**src/rtl/pport_ctrl_pkg.sv**
```systemverilog
package pport_ctrl_pkg;
  localparam int unsigned REG_W  = 8;
  localparam int unsigned MODE_W = 3;

  localparam int unsigned BIT_AUTOFD = 1;
  localparam int unsigned BIT_INIT   = 2;
  localparam int unsigned BIT_SELECT = 3;
  localparam int unsigned BIT_IRQ_EN = 4;
  localparam int unsigned BIT_DIR    = 5;

  localparam logic [REG_W-1:0] WR_MASK = 8'h3f;

  localparam logic [MODE_W-1:0] MODE_COMPAT      = 3'b000;
  localparam logic [MODE_W-1:0] MODE_COMPAT_FIFO = 3'b010;

  typedef logic [REG_W-1:0]  ctrl_reg_t;
  typedef logic [MODE_W-1:0] port_mode_t;
endpackage

```
**src/rtl/pport_ctrl_store.sv**
```systemverilog
module pport_ctrl_store #(
  parameter int unsigned W = 8,
  parameter logic [W-1:0] MASK = '1
) (
  input  logic         clk_i,
  input  logic         rst_ni,
  input  logic         wr_en_i,
  input  logic [W-1:0] wr_data_i,
  output logic [W-1:0] q_o
);
  logic [W-1:0] q;

  for (genvar i = 0; i < W; i++) begin : g_bit
    if (MASK[i]) begin : g_rw
      always_ff @(posedge clk_i or negedge rst_ni) begin
        if (!rst_ni)      q[i] <= 1'b0;
        else if (wr_en_i) q[i] <= wr_data_i[i];
      end
    end else begin : g_ro
      assign q[i] = 1'b0;
    end
  end

  assign q_o = q;
endmodule

```
**src/rtl/pport_ack_edge.sv**
```systemverilog
module pport_ack_edge #(
  parameter int unsigned STAGES = 2
) (
  input  logic clk_i,
  input  logic rst_ni,
  input  logic ack_n_i,
  input  logic en_i,
  output logic irq_o
);
  localparam int unsigned N = (STAGES < 2) ? 2 : STAGES;

  logic [N-1:0] sync_q;
  logic         prev_q;
  logic         irq_q;
  logic         rise;

  // idle level of the line is high; reset to it so release makes no edge
  always_ff @(posedge clk_i or negedge rst_ni) begin
    if (!rst_ni) begin
      sync_q <= '1;
      prev_q <= 1'b1;
      irq_q  <= 1'b0;
    end else begin
      sync_q <= {sync_q[N-2:0], ack_n_i};
      prev_q <= sync_q[N-1];
      irq_q  <= rise & en_i;
    end
  end

  assign rise  = sync_q[N-1] & ~prev_q;
  assign irq_o = irq_q;
endmodule

```
**src/rtl/pport_pin_map.sv**
```systemverilog
module pport_pin_map
  import pport_ctrl_pkg::*;
(
  input  ctrl_reg_t  ctrl_i,
  input  port_mode_t mode_i,
  output logic       autofd_n_o,
  output logic       init_n_o,
  output logic       slctin_n_o,
  output logic       dir_in_o
);
  logic dir_forced_out;

  always_comb begin
    dir_forced_out = (mode_i == MODE_COMPAT) || (mode_i == MODE_COMPAT_FIFO);
    autofd_n_o     = ~ctrl_i[BIT_AUTOFD];
    init_n_o       =  ctrl_i[BIT_INIT];
    slctin_n_o     = ~ctrl_i[BIT_SELECT];
    dir_in_o       = ctrl_i[BIT_DIR] & ~dir_forced_out;
  end
endmodule

```
**src/rtl/pport_ctrl_reg.sv**
```systemverilog
module pport_ctrl_reg
  import pport_ctrl_pkg::*;
#(
  parameter int unsigned SYNC_STAGES = 2
) (
  input  logic              clk_i,
  input  logic              rst_ni,
  input  logic              wr_en_i,
  input  logic [REG_W-1:0]  wr_data_i,
  output logic [REG_W-1:0]  rd_data_o,
  input  logic [MODE_W-1:0] mode_i,
  input  logic              ack_n_i,
  output logic              autofd_n_o,
  output logic              init_n_o,
  output logic              slctin_n_o,
  output logic              dir_in_o,
  output logic              irq_o
);
  ctrl_reg_t ctrl_q;

  pport_ctrl_store #(
    .W    (REG_W),
    .MASK (WR_MASK)
  ) u_store (
    .clk_i     (clk_i),
    .rst_ni    (rst_ni),
    .wr_en_i   (wr_en_i),
    .wr_data_i (wr_data_i),
    .q_o       (ctrl_q)
  );

  pport_pin_map u_pins (
    .ctrl_i     (ctrl_q),
    .mode_i     (mode_i),
    .autofd_n_o (autofd_n_o),
    .init_n_o   (init_n_o),
    .slctin_n_o (slctin_n_o),
    .dir_in_o   (dir_in_o)
  );

  pport_ack_edge #(
    .STAGES (SYNC_STAGES)
  ) u_ack (
    .clk_i   (clk_i),
    .rst_ni  (rst_ni),
    .ack_n_i (ack_n_i),
    .en_i    (ctrl_q[BIT_IRQ_EN]),
    .irq_o   (irq_o)
  );

  assign rd_data_o = ctrl_q;
endmodule

```
**config.mk**
```make
export PLATFORM = sky130hd
export DESIGN_NAME = pport_ctrl_reg
export DESIGN_NICKNAME = d
export VERILOG_FILES = /design/src/rtl/pport_ctrl_pkg.sv /design/src/rtl/pport_ctrl_store.sv /design/src/rtl/pport_ack_edge.sv /design/src/rtl/pport_pin_map.sv /design/src/rtl/pport_ctrl_reg.sv
export SDC_FILE = /design/constraint.sdc
export NUM_CORES = 1
export LEC_CHECK = 0
export BUFFER_PORTS_ARGS = -buffer_cell sky130_fd_sc_hd__buf_2
export CAP_MARGIN = 15
export CORE_MARGIN = 2
export CORE_UTILIZATION = 30
export CTS_CLUSTER_SIZE = 20
export DETAILED_ROUTE_END_ITERATION = 7
export GPL_TIMING_DRIVEN = 0
export PLACE_DENSITY_LB_ADDON = 0.1
export SYNTH_ARGS = -nofsm -noshare
export SYNTH_HDL_FRONTEND = slang
export SYNTH_HIERARCHICAL = 1
export SYNTH_SLANG_ARGS = --single-unit
```
**constraint.sdc**
```tcl
create_clock -name clk_i -period 2.3 [get_ports clk_i]
set_input_delay 0.46 -clock clk_i [delete_from_list [all_inputs] [get_ports clk_i]]
set_output_delay 0.46 -clock clk_i [all_outputs]
set_load 0.02 [all_outputs]
```
==> flow_summary_export.csv, run 1 <==
group,metric,value,unit
drt,drt-initial-drc-count,0,
drt,vias,268,
floorplan,core-area,1280,um^2
logic_synthesis,postSynth.asyncResetShare,100,%
pwr,swShare,25.0,%
timing,rsz0062_at_grt,"false",
worst_setup_path,cp.required,1.84,ns
worst_setup_path,crit_type,"flop to primary output",
drt,first_pass_iters,1,
timing,skew,0.000282,ns
timing,finalMaxSlewViolations,0,
layout,layout-drive-gt1-share,74.5,%
pwr,combPwrFrac,20.1,%
global_routing,grt_pass1_wl,1.14,mm
drt,viasPerCell,4.06,
clock_network,htreeDepth,1,
global_routing,grt.overflow.total,0,
floorplan,die-area,1660,um^2
hold_path,hold_path.class,"input port to async pin",
place,place_area,533,um^2
timing,period_needed,1.39,ns
logic_synthesis,ys_warn_count,6,
pwr,p_clk_share,34.4,%
drt,drt_wl_total,705,um
logic_synthesis,synth_top_area_share,43.2,%
pwr,power,440,uW
floorplan,ioPinCount,28,
place,post-place-ws,0.959,ns
layout,nets,67,
worst_setup_path,r2r-end,"u_store/q_o[3]",
logic_synthesis,ys_top_cells_by_count,"7 x dfrtp_1, 6 x mux2_4, 3 x buf_4, 3 x dfstp_2, 2 x inv_1",
pwr,switchingPower,110,uW
clock_network,cts_root_buf,"clkbuf_4",
pwr,p_int,330,uW
global_routing,antenna_found_initial,0,
clock_network,cts.sinks,10,
logic_synthesis,ys_ff_latch,10,
pwr,p_leak,0.000318,uW
logic_synthesis,synth_edf_count,0,
clock_network,post_cts_resized,0,
timing,hold_viol,0,
logic_synthesis,yosys-top-cells-area,"dfrtp_1 43%, mux2_4 22%, dfstp_2 19%",
floorplan,fp.dieW,40.8,um
logic_synthesis,syn_area,405,um^2
layout,multiInputGateArea,114,um^2
logic_synthesis,ys_types,9,
global_routing,grt_pass1_vias,288,
global_routing,grt.total_usage,10.9,%
layout,syn_to_final_growth,40.4,%
clock_network,cts_setup_buffers,0,
layout,diodes,0,
timing,setup_tns,0,ns
place,dp_cells,62,
place,gp_congestion,0.586,
logic_synthesis,yosysSeqAreaShare,62.7,%
logic_synthesis,yosys.area.top_type,"dfrtp_1",
layout,fin_area,569,um^2
timing,min_period_over_period,60.3,%
clock_network,clkTransAtPathRegs,0.06,ns
pwr,pwr-share-seq,45.5,%
logic_synthesis,synthCells,25,
layout,layoutNonFillerInstCount,66,
clock_network,cts_made_buffers,3,
pwr,powerDensity,773,nW/um^2
worst_setup_path,reg2reg_depth,1,
place,portBuffers,21,
worst_setup_path,reg2reg_from,"u_store/q_o[3]",
clock_network,clk_latency,0.25,ns
worst_setup_path,critical_path_peak_fanout,3,
timing,clock.fmax,0.722,GHz
logic_synthesis,synth_flop_cell,"dfrtp_1",
worst_setup_path,crit_start,"u_store/q_o[2]",
layout,regArea,254,um^2
run_status,status,"finished clean",
floorplan,core.rowCount,13,
drt,ant_nets,0,
job,maxCapViolations,0,
drt,drc,0,
global_routing,grt_max_degree,11,
layout,nFillCells,123,
floorplan,start_util,31.5,%
pwr,ir_worst_vdd,0.363,mV
worst_setup_path,crit_path_start_kind,"flop",
floorplan,die_h,40.8,um
worst_setup_path,crit_path_end_kind,"primary output",
drt,avgRoutedWirePerCell,10.7,um
worst_setup_path,critPathArrivalTime,0.93,ns
clock_network,postCtsHoldBufs,0,
clock_network,cts_tree,"built",
worst_setup_path,reg2reg_setup_slack,1.51,ns
timing,setup-violations-final,0,
logic_synthesis,synth_most_common_cell,"dfrtp_1",
logic_synthesis,syn_avg_cell_area,16.2,um^2
clock_network,clockBufferDepth,2,
timing,layout_setup_ws,0.914,ns
-- critical path: stages (launching register included) --
cell and delay [ns]:
dfrtp_1 0.40, buf_4 0.13, buf_2 0.14
-- logic make-up (layout without fill, tap and decap cells) --
group                  Yosys count  after routing  share of synthesized area, %
AOI/OAI and AO/OA                1              1                          1.85
buffers and inverters            6             31                          10.2
DFF                             10             10                          62.7
muxes                            6              6                          22.2
other                            1              2                         0.925
and+or+nand+nor                  1              1                          2.16
-- state kept, by name (all words and copies together), names as in the netlist --
signal,flops
u_ack/irq_o,1
u_store/q_o,6
u_ack/prev_q,1
u_ack/sync_q,2
-- per-layer routing --
| layer | track usage [%] | vias up | wire, um |
|---|---|---|---|
| met2 | 19.8 | 17 | 363 |
| met1 | 10.9 | 125 | 265 |
| met5 | 0 | - | 0 |
| met4 | 5.00 | 0 | 0 |
| li1 | - | 126 | - |
| met3 | 3.80 | 0 | 75 |
-- layout by cell type (no fill, tap or decap) --
cell type,instances
clkbuf_8,1
clkbuf_4,3
conb_1,2
buf_6,1
buf_4,3
mux2_4,6
buf_2,21
and3b_1,1
dfrtp_1,7
dfstp_2,3
o21a_1,1
inv_1,2
-- stage by stage --
stage | hold slack [ns] | utilization (%)
2_1_floorplan | 0.164 | -
3_3_place_gp | 0.322 | 41.5
3_5_place_dp | 0.326 | 41.5
4_1_cts | 0.0396 | 44.3
5_1_grt | 0.0530 | 44.3
6_report | 0.0459 | 44.3
-- cell type report --
type	instances	share of cell area [%]
Buffer	4	5.93
Sequential cell	10	44.6
Tap cell	15	3.30
Multi-Input combinational cell	10	20.0
Clock buffer	4	6.37
Timing Repair Buffer	21	18.5
Inverter	2	1.32
-- power groups by stage --
stage          Clock, uW  Sequential [uW]  Combinational [uW]
2_1_floorplan          0              217                42.2
3_3_place_gp           0              203                87.9
3_5_place_dp           0              204                89.5
4_1_cts              160              201                89.7
5_1_grt              166              203                95.9
6_report             151              200                88.4
-- how the worst max path moves through the flow --
stage | to | slack (ns) | cells past startpoint
after CTS | init_n_o | 0.90 | 2
final | init_n_o | 0.91 | 2
after floorplan | dir_in_o | 1.13 | 1
after detailed placement | dir_in_o | 0.96 | 3
after global routing | dir_in_o | 0.88 | 2
after global placement | dir_in_o | 0.97 | 3
Power figures use the tool's default switching activity.
==> inputs of run 2 (changes only) <==
==> constraint.sdc (replaced) <==
create_clock -name clk_i -period 1.2 [get_ports clk_i]
set_input_delay 0.24 -clock clk_i [delete_from_list [all_inputs] [get_ports clk_i]]
set_output_delay 0.24 -clock clk_i [all_outputs]
set_load 0.02 [all_outputs]
==> flow_summary_export.csv, run 2 (same netlist as run 1, synthesis figures left out) <==
group,metric,value,unit
timing,rsz0062_at_grt,"false",
floorplan,die-area,1660,um^2
drt,avgRoutedWirePerCell,10.7,um
timing,hold_viol,0,
worst_setup_path,crit_type,"flop to primary output",
run_status,status,"finished clean",
global_routing,antenna_found_initial,0,
clock_network,clkTransAtPathRegs,0.06,ns
worst_setup_path,reg2reg_depth,1,
pwr,ir_worst_vdd,0.708,mV
global_routing,grt_max_degree,11,
timing,skew,0.000282,ns
floorplan,start_util,31.5,%
clock_network,cts_tree,"built",
layout,diodes,0,
clock_network,cts.sinks,10,
floorplan,core.rowCount,13,
drt,drc,0,
layout,syn_to_final_growth,43.5,%
floorplan,ioPinCount,28,
global_routing,grt_pass1_wl,1.14,mm
floorplan,core-area,1280,um^2
worst_setup_path,reg2reg_setup_slack,0.41,ns
layout,largest_reg_flops,6,
timing,finalMaxSlewViolations,0,
hold_path,min_path_cells,1,
drt,ant_nets,0,
worst_setup_path,critPathArrivalTime,0.93,ns
timing,setup_tns,0,ns
layout,nFillCells,122,
timing,whs,0.0781,ns
drt,viasPerCell,4.03,
timing,min_period_over_period,97.1,%
clock_network,cts_made_buffers,3,
drt,drt_wl_total,714,um
clock_network,clockBufferDepth,2,
worst_setup_path,max_stage_delay,0.40,ns
layout,regArea,254,um^2
place,portBuffers,21,
worst_setup_path,reg2reg_from,"u_store/q_o[3]",
layout,layout_commonest_cell,"buf_2",
place,gp_congestion,0.586,
floorplan,fp.dieW,40.8,um
clock_network,htreeDepth,1,
drt,drt-initial-drc-count,0,
hold_path,hp-start,"ack_n_i",
layout,multiInputGateArea,114,um^2
timing,period_needed,1.17,ns
worst_setup_path,crit_path_end_kind,"primary output",
floorplan,die_h,40.8,um
drt,vias,270,
worst_setup_path,critical_path_peak_fanout,3,
layout,postLayoutCoreUtil,45.3,%
timing,setup-violations-final,0,
layout,nets,68,
layout,mostFrequentLayoutCells,"20 x buf_2, 7 x dfrtp_1, 6 x mux2_4",
clock_network,clk_latency,0.25,ns
pwr,p_leak,0.000323,uW
hold_path,hold_path.class,"input port to flop",
timing,clock.fmax,0.858,GHz
job,maxCapViolations,0,
global_routing,grt.overflow.total,0,
worst_setup_path,cp.required,0.96,ns
layout,layout-drive-gt1-share,73.1,%
global_routing,grt.total_usage,10.9,%
worst_setup_path,slowest_stage,"dfrtp_1",
clock_network,cts_setup_buffers,0,
worst_setup_path,crit_chain,"buf_4, buf_2",
worst_setup_path,r2r-end,"u_store/q_o[3]",
pwr,powerDensity,1460,nW/um^2
hold_path,holdPathEnd,"u_ack/sync_q[0]",
drt,first_pass_iters,1,
clock_network,cts_root_buf,"clkbuf_4",
global_routing,grt_pass1_vias,288,
worst_setup_path,crit_path_start_kind,"flop",
-- run 2: repair_timing --
action | CTS | global route
endpoints found under the setup margin | 0 | 1
endpoints found under the hold margin | 7 | 0
resized for setup | 0 | 1
hold buffers | 1 | 0
-- run 2: critical path: cells and delay by family (launching register included) --
kind,cells,cell delay (ns)
buffers and inverters,2,0.27
DFF,1,0.40
-- run 2: cell type report --
cell class / count / share of cell area (%)
multi-input combinational: 10 / 19.6
clock buffer: 4 / 6.24
sequential: 10 / 43.7
tap: 15 / 3.23
timing repair buffer: 22 / 20.2
buffer: 4 / 5.81
inverter: 2 / 1.29
-- run 2: worst max path at each step --
stage / startpoint / to / cells after the start
finish: u_store/q_o[2] / init_n_o / 2
global route: u_store/q_o[5] / dir_in_o / 2
CTS: u_store/q_o[2] / init_n_o / 2
detailed placement: mode_i[0] / dir_in_o / 3
global placement: mode_i[0] / dir_in_o / 3
floorplan: u_store/q_o[5] / dir_in_o / 1
-- run 2: metrics by stage --
step / worst slack, ns / power [uW] / std cells / area, um^2
final: 0.0343 / 848 / 67 / 582
after global routing: 0.000596 / 894 / 67 / 582
after CTS: 0.0195 / 866 / 67 / 579
after detailed placement: 0.299 / 562 / 62 / 533
after global placement: 0.310 / 557 / 62 / 533
after floorplan: 0.254 / 498 / 26 / 409
-- run 2: per-layer routing --
metal  vias up  global-route usage [%]  part of all wire [%]
met5         -                       0                     0
met4         0                    5.00                     0
met3         0                    3.80                    10
met2        17                    19.8                    52
met1       125                    10.9                    38
li1        128                       -                     -
-- run 2: power by group --
part,internal (uW),total [uW],leakage (uW),switching [uW]
clock,184,290,0.0000210,106
sequential,368,384,0.000115,15.8
combinational,84.6,174,0.000187,89.5
